==> src/rtl/memx_pkg.sv <==
package memx_pkg;
  typedef enum logic [5:0] {
    ST_IDLE = 6'b000001,
    ST_IO   = 6'b000010,
    ST_RD   = 6'b000100,
    ST_W12  = 6'b001000,
    ST_W34  = 6'b010000,
    ST_W56  = 6'b100000
  } xact_st_t;

  localparam int B_IDLE = 0;
  localparam int B_IO   = 1;
  localparam int B_RD   = 2;
  localparam int B_W12  = 3;
  localparam int B_W34  = 4;
  localparam int B_W56  = 5;

  typedef enum logic [1:0] {
    K_IO = 2'd0,
    K_RD = 2'd1,
    K_WR = 2'd2
  } xact_kind_t;
endpackage

==> src/rtl/memx_decode.sv <==
module memx_decode
  import memx_pkg::*;
#(
  parameter int ADDR_W   = 16,
  parameter int TAG_W    = 8,
  parameter logic [TAG_W-1:0] IO_TAG = 8'hFF,
  parameter int N_PERIPH = 8,
  parameter int SEL_LSB  = 5
) (
  input  logic [ADDR_W-1:0]   addr,
  input  logic                is_store,
  output xact_kind_t          kind,
  output logic [N_PERIPH-1:0] onehot
);
  localparam int SEL_W = $clog2(N_PERIPH);

  function automatic logic f_in_io_page(logic [ADDR_W-1:0] a);
    return a[ADDR_W-1 -: TAG_W] == IO_TAG;
  endfunction

  function automatic logic [N_PERIPH-1:0] f_onehot(logic [ADDR_W-1:0] a);
    logic [N_PERIPH-1:0] v;
    v = '0;
    for (int i = 0; i < N_PERIPH; i++)
      if (a[SEL_LSB +: SEL_W] == SEL_W'(i)) v[i] = 1'b1;
    return v;
  endfunction

  always_comb begin
    if (f_in_io_page(addr)) kind = K_IO;
    else if (is_store)      kind = K_WR;
    else                    kind = K_RD;
    onehot = f_onehot(addr);
  end
endmodule

==> src/rtl/memx_fsm.sv <==
module memx_fsm
  import memx_pkg::*;
(
  input  logic       clk,
  input  logic       rst,
  input  logic       req,
  input  xact_kind_t kind,
  input  logic       req_word,
  input  logic       cap_word,
  input  logic       periph_ok,
  output xact_st_t   state,
  output logic       accept,
  output logic       rdy
);
  xact_st_t nxt;

  assign accept = req && (state == ST_IDLE);

  always_comb begin
    nxt = state;
    rdy = 1'b0;
    unique case (state)
      ST_IDLE: if (req) begin
        unique case (kind)
          K_IO:    nxt = ST_IO;
          K_RD:    nxt = ST_RD;
          default: nxt = ST_W12;
        endcase
      end
      ST_IO: begin
        rdy = periph_ok;
        if (periph_ok) nxt = ST_IDLE;
      end
      ST_RD: begin
        rdy = 1'b1;
        nxt = ST_IDLE;
      end
      ST_W12: nxt = ST_W34;
      ST_W34: begin
        rdy = !cap_word;
        nxt = cap_word ? ST_W56 : ST_IDLE;
      end
      ST_W56: begin
        rdy = 1'b1;
        nxt = ST_IDLE;
      end
      default: nxt = ST_IDLE;
    endcase
  end

  always_ff @(posedge clk) begin
    if (rst) state <= ST_IDLE;
    else     state <= nxt;
  end

  a_r4_stall_holds: assert property (@(posedge clk) disable iff (rst)
    (state == ST_IO && !periph_ok) |=> (state == ST_IO));
  a_r5_read_next: assert property (@(posedge clk) disable iff (rst)
    (accept && kind == K_RD) |=> rdy);
  a_r6_byte_two: assert property (@(posedge clk) disable iff (rst)
    (accept && kind == K_WR && !req_word) |=> !rdy ##1 rdy);
  a_r6_word_three: assert property (@(posedge clk) disable iff (rst)
    (accept && kind == K_WR && req_word) |=> !rdy ##1 !rdy ##1 rdy);
endmodule

==> src/rtl/memx_wrphase.sv <==
module memx_wrphase (
  input  logic clk,
  input  logic rst,
  input  logic in_w12,
  input  logic in_w34,
  input  logic in_w56,
  input  logic word,
  output logic we_n,
  output logic xa0
);
  // falling-edge windows: w23_q covers W2..W3, w45_q covers W4..W5,
  // xa0_q covers W4 through the first half of the following cycle
  logic w23_q, w45_q, xa0_q;
  logic pulse_lo, pulse_hi;

  always_ff @(negedge clk) begin
    if (rst) begin
      w23_q <= 1'b0;
      w45_q <= 1'b0;
      xa0_q <= 1'b0;
    end else begin
      w23_q <= in_w12;
      w45_q <= in_w34;
      xa0_q <= word && (in_w34 || in_w56);
    end
  end

  // each product pairs a rising-edge flop with a falling-edge flop
  assign pulse_lo = in_w12 && w23_q;
  assign pulse_hi = in_w56 && w45_q;
  assign we_n     = !(pulse_lo || pulse_hi);
  assign xa0      = xa0_q;

  a_r7_first_pulse_in_w12: assert property (@(posedge clk) disable iff (rst)
    !we_n |-> in_w12);
  a_r8_second_pulse_in_w56: assert property (@(negedge clk) disable iff (rst)
    !we_n |-> (in_w56 && word));
  a_r8_high_byte_addr: assert property (@(negedge clk) disable iff (rst)
    (in_w56 && word) |-> xa0);
endmodule

==> src/rtl/memxact_ctrl.sv <==
module memxact_ctrl
  import memx_pkg::*;
#(
  parameter int ADDR_W   = 16,
  parameter int DATA_W   = 16,
  parameter int TAG_W    = 8,
  parameter logic [TAG_W-1:0] IO_TAG = 8'hFF,
  parameter int N_PERIPH = 8,
  parameter int SEL_LSB  = 5
) (
  input  logic                clk,
  input  logic                rst,
  input  logic                cpu_req,
  input  logic [ADDR_W-1:0]   cpu_addr,
  input  logic                cpu_store,
  input  logic                cpu_word,
  input  logic [DATA_W-1:0]   cpu_wdata,
  output logic                cpu_rdy,
  output logic [DATA_W/2-1:0] cpu_rdata,
  output logic                io_sel,
  output logic [N_PERIPH-1:0] periph_sel,
  output logic [N_PERIPH-1:0] periph_oe,
  output logic [N_PERIPH-1:0] periph_ce,
  input  logic [N_PERIPH-1:0] periph_rdy,
  output logic [ADDR_W-1:0]   sram_addr,
  output logic                sram_we_n,
  output logic                sram_oe_n,
  output logic [DATA_W/2-1:0] sram_wdata,
  output logic                sram_wdata_en,
  input  logic [DATA_W/2-1:0] sram_rdata
);
  localparam int BYTE_W = DATA_W / 2;

  xact_kind_t          dec_kind;
  logic [N_PERIPH-1:0] dec_sel;
  xact_st_t            state;
  logic [5:0]          st;
  logic                accept, periph_ok, xa0;

  logic [ADDR_W-1:0]   cap_addr;
  logic                cap_store, cap_word;
  logic [DATA_W-1:0]   cap_wdata;
  logic [N_PERIPH-1:0] cap_sel;

  memx_decode #(
    .ADDR_W(ADDR_W), .TAG_W(TAG_W), .IO_TAG(IO_TAG),
    .N_PERIPH(N_PERIPH), .SEL_LSB(SEL_LSB)
  ) u_dec (
    .addr(cpu_addr), .is_store(cpu_store), .kind(dec_kind), .onehot(dec_sel)
  );

  always_ff @(posedge clk) begin
    if (rst) begin
      cap_addr  <= '0;
      cap_store <= 1'b0;
      cap_word  <= 1'b0;
      cap_wdata <= '0;
      cap_sel   <= '0;
    end else if (accept) begin
      cap_addr  <= cpu_addr;
      cap_store <= cpu_store;
      cap_word  <= cpu_word;
      cap_wdata <= cpu_wdata;
      cap_sel   <= dec_sel;
    end
  end

  assign st        = state;
  assign io_sel    = st[B_IO];
  assign periph_ok = |(periph_rdy & cap_sel);

  memx_fsm u_fsm (
    .clk(clk), .rst(rst), .req(cpu_req), .kind(dec_kind),
    .req_word(cpu_word), .cap_word(cap_word), .periph_ok(periph_ok),
    .state(state), .accept(accept), .rdy(cpu_rdy)
  );

  memx_wrphase u_wr (
    .clk(clk), .rst(rst), .in_w12(st[B_W12]), .in_w34(st[B_W34]),
    .in_w56(st[B_W56]), .word(cap_word), .we_n(sram_we_n), .xa0(xa0)
  );

  for (genvar g = 0; g < N_PERIPH; g++) begin : g_periph
    assign periph_sel[g] = io_sel && cap_sel[g];
    assign periph_oe[g]  = periph_sel[g] && !cap_store;
    assign periph_ce[g]  = periph_sel[g] && cap_store && periph_ok;
  end

  assign sram_addr     = {cap_addr[ADDR_W-1:1], cap_word ? xa0 : cap_addr[0]};
  assign sram_wdata    = (cap_word && xa0) ? cap_wdata[DATA_W-1:BYTE_W]
                                           : cap_wdata[BYTE_W-1:0];
  assign sram_wdata_en = st[B_W12] || st[B_W34] || st[B_W56];
  assign sram_oe_n     = !st[B_RD];
  assign cpu_rdata     = st[B_RD] ? sram_rdata : '0;

  a_r2_sel_onehot_in_io: assert property (@(posedge clk) disable iff (rst)
    io_sel |-> ($countones(periph_sel) == 1));
  a_r2_no_sel_outside_io: assert property (@(posedge clk) disable iff (rst)
    !io_sel |-> (periph_sel == '0 && periph_ce == '0 && periph_oe == '0));
  a_r3_rdy_single_pulse: assert property (@(posedge clk) disable iff (rst)
    cpu_rdy |=> !cpu_rdy);
  a_r9_oe_excludes_drive: assert property (@(posedge clk) disable iff (rst)
    !sram_oe_n |-> !sram_wdata_en);
  a_r10_reset_quiet: assert property (@(posedge clk)
    rst |=> (!cpu_rdy && sram_we_n && sram_oe_n && !io_sel && periph_sel == '0));
endmodule

==> config.mk <==
export PLATFORM = sky130hd
export DESIGN_NAME = memxact_ctrl
export DESIGN_NICKNAME = d
export VERILOG_FILES = /design/src/rtl/memx_pkg.sv /design/src/rtl/memx_decode.sv /design/src/rtl/memx_fsm.sv /design/src/rtl/memx_wrphase.sv /design/src/rtl/memxact_ctrl.sv
export SDC_FILE = /design/constraint.sdc
export NUM_CORES = 1
export LEC_CHECK = 0
export ABC_AREA = 1
export BUFFER_PORTS_ARGS = -buffer_cell sky130_fd_sc_hd__buf_2
export CORE_ASPECT_RATIO = 1.5
export CORE_UTILIZATION = 40
export DETAILED_ROUTE_END_ITERATION = 10
export PLACE_DENSITY_LB_ADDON = 0.1
export SLEW_MARGIN = 20
export SYNTH_ARGS = -nofsm -noshare
export SYNTH_HDL_FRONTEND = slang
export SYNTH_SLANG_ARGS = --single-unit
export TNS_END_PERCENT = 10
==> constraint.sdc <==
create_clock -name clk -period 1.5 [get_ports clk]
set_input_delay 0 -clock clk [delete_from_list [all_inputs] [get_ports clk]]
set_output_delay 0 -clock clk [all_outputs]
set_load 0.01 [all_outputs]
==> results summary <==
The iteration count of the initial detailed-routing pass came out at 4. In the synthesized netlist the dominant register cell turns out to be sky130_fd_sc_hd__dfxtp_1. The DRC violation count after routing is 0. Detailed placement finished with a half-perimeter wire length of 4.24 mm. The critical path is of the flip-flop to primary output type. The region available for standard cell placement spans roughly 6100 um^2. The post-route antenna net violation count came out at 0.

The post-synthesis instance area is between 2000 and 3000 um^2. The number of design-rule violations left by the first detailed-router iteration is 48. After synthesis, flip-flops and latches occupy between 40 and 50% of the total area. The power per cell area came out at between 900 and 1000 nW/um^2. The all-layer global routing usage came out at 20.3%. The number of antenna violations at the first check in global routing came to 0. The area of all sequential standard cells came out at ~1000 um^2.

The cell count after synthesis came out at between 300 and 400. Summed over all cells, the static leakage comes to roughly 2 nW. The signal on the critical path passes through nand2_4 > mux2_4 > buf_6. The data arrival time of the critical path is around 2.0 ns. The count of endpoints failing hold in the final timing report was 0.

The final cell count without fillers is 570. The source-to-sink clock delay at the later pin of the worst-skew pair came out at ~0.36 ns. The worst slack at placement is -0.168 ns.

The clock transition at the registers of the reported paths came out at 0.09 ns. The deepest level of the CTS H-tree came out at 2. The total clock sinks is 51. The maximum clock path buffer count is 2. The height of the chip is about 99 um. The CTS tree is built.

The post-layout net count is roughly 550. The repair_antennas step left the layout with diodes totalling 0. The maximum number of pins on one net before global-route repair is a little over 40. The number of nets handed over by synthesis was around 410. The average via count per standard cell is 4.59.

The via count of the first global-routing pass came out at roughly 2,400. The worst setup path is launched from a flip-flop. The worst path setup slack after routing is -0.515 ns. The multi-input combinational cells in the finished layout cover a total of roughly 1200 um^2. The count of pins on the block boundary came out at 114. STA puts the critical path data required time at ~1.5 ns. The synthesized area per cell came out at slightly above 7 um^2. The synthesized netlist contains 24 unique library cells. The worst hold path belongs to the class input pin to flip-flop. The max-slew violation count came out at 0.

The relative max-transition margin came out at between 70 and 80%. Row generation in the floorplan step produced 35 rows. The post-route netlist has 32.7% of its cells at a drive strength greater than 1.

The final setup skew is just over 0.06 ns. Leaving out fill and tap cells, the most frequent cell in the layout is sky130_fd_sc_hd__nor2_1. Yosys printed 0 warnings. The pin slew with the least headroom to its limit is 0.345 ns. The critical path endpoint category is a primary output. The number of buffers added on ports is roughly 110. The final global-route overflow total came out at 0.

The width of the chip came out at 66.8 um. The starting density of the core is 41.1%. The global-route wire length before repair came out at 10.6 mm. The flow ran to the end, but the final reports show violations. The cell type of the slowest stage on the worst timing path is sky130_fd_sc_hd__dfxtp_4. Once placement completed, the tool counted placed cells totaling 524.

The routed wire length is ~6.6 mm. In this run, synthesis produced a sequential element count of 51. The top cell types in the final layout, fill and taps aside, are 105 x sky130_fd_sc_hd__nor2_1, 104 x sky130_fd_sc_hd__buf_2, 53 x sky130_fd_sc_hd__nand2_1, 49 x sky130_fd_sc_hd__dfxtp_1. The synthesis-to-finish area growth is 43.8%. Of all flip-flops after synthesis, the portion carrying an async set or reset was 0%. At the end of routability-driven placement, the weighted congestion stood at between 0.8 and 0.9.

The peak per-stage delay on the critical path is about 0.36 ns. The number of flops mapped to enable cells by yosys came out at 0. The maximum resistive drop on vdd is roughly 740 uV. The final route contains roughly 2,600 vias. The overall power is around 3.5 mW.

Max-cap violations in this run came to 0. The mean routed wirelength per cell is 11.5 um. The final count of negative-setup-slack endpoints came out at 10. The filler cells instantiated in the layout total ~570. The worst hold-check slack is around 0.026 ns.

The checks that failed: negative setup slack. Setup repair after global routing could not meet its margin everywhere. The cell chosen for the clock root is sky130_fd_sc_hd__clkbuf_8.

Counting the buffers created by CTS gives 5. Along the worst path, the maximum fanout reaches 4. The die covers 6630 um^2.
[worst paths after layout]
| path | depth (start not counted) | slack (ns) | to | startpoint |
|---|---|---|---|---|
| setup / recovery | 3 | -0.52 | sram_wdata[3] | u_wr.xa0$_SDFF_NP0_ |
| hold reg to reg | 2 | 0.48 | cap_addr[7]$_SDFFE_PP0P_ | cap_addr[7]$_SDFFE_PP0P_ |
| hold / removal | 3 | 0.03 | cap_addr[5]$_SDFFE_PP0P_ | cpu_addr[5] |
| setup reg to reg | 2 | 0.12 | u_wr.xa0$_SDFF_NP0_ | cap_word$_SDFFE_PP0P_ |
[registers in the layout (all words and copies together), names as in the netlist]
name,flops
cap_addr,16
cap_word,1
u_wr.xa0,1
u_fsm.state,6
u_wr.w23_q,1
cap_store,1
cap_wdata,16
u_wr.w45_q,1
cap_sel,8
[routing by layer]
layer | part of all wire [%] | track usage (%) | vias to the layer above | wire, um
met1 | 42 | 22.5 | 1133 | 2740
met5 | 0 | 0 | - | 0
met3 | 6.2 | 3.78 | 10 | 406
met2 | 50 | 36.4 | 95 | 3260
li1 | - | - | 1377 | -
met4 | 2.2 | 9.00 | 0 | 144
[Yosys cell counts (all sizes together) (3+ instances only)]
cell	instances	area share, %
clkbuf	7	1.0
nand4	5	1.2
o21ai	35	7.1
buf	25	8.4
dfxtp	51	41
a21oi	8	2.0
nor2	109	17
nand3	17	4.5
nor3	3	0.60
inv	32	4.9
nand2	56	8.3
mux2	8	3.6
[per-stage QoR]
step,utilization [%],area [um^2],TNS (ns)
2_1_floorplan,-,2530,-0.141
3_3_place_gp,49.6,3040,-1.21
3_5_place_dp,49.6,3040,-1.23
4_1_cts,58.7,3600,-4.67
5_1_grt,59.1,3620,-5.15
6_report,59.1,3620,-4.75
[kinds of logic (layout without fill, tap and decap cells)]
logic type      count (synthesis)  after routing  synth area share (%)
simple gates                  190            191                  31.8
compound gates                 45             45                  9.73
flops                          51             51                  40.5
mux                             8              8                  3.58
buf+inv                        64            201                  14.4
[report_power, final]
| group | switching [mW] | total, mW | internal [mW] | leakage [nW] |
|---|---|---|---|---|
| Sequential | 0.0864 | 1.60 | 1.52 | 0.421 |
| Combinational | 0.554 | 1.01 | 0.460 | 1.51 |
| Clock | 0.467 | 0.846 | 0.380 | 0.0669 |
| Total | 1.11 | 3.46 | 2.36 | 2.00 |
[worst max-delay path: cells and delay by family (launching register included)]
family                 cells  cell delay [ns]
flip-flops                 1             0.36
multiplexers               1             0.31
AND/OR/NAND/NOR            1             0.11
buffers and inverters      1             0.12
[timing repair]
action | 4_1_cts | 5_1_grt
endpoints found under the hold margin | 33 | 0
cloned | 1 | 0
resized for setup | 24 | 6
pin swaps | 4 | 2
setup endpoints to repair | 11 | 62
hold buffers | 33 | 0
buffers inserted | 1 | 1
[final cells by class]
type	instances	share of cell area (%)
multi-input combinational	244	33.4
timing repair buffer	159	29.5
sequential	51	28.3
inverter	31	3.35
tap	74	2.56
clock buffer	6	2.28
clock inverter	5	0.587
(Power assumes the default switching activity.)
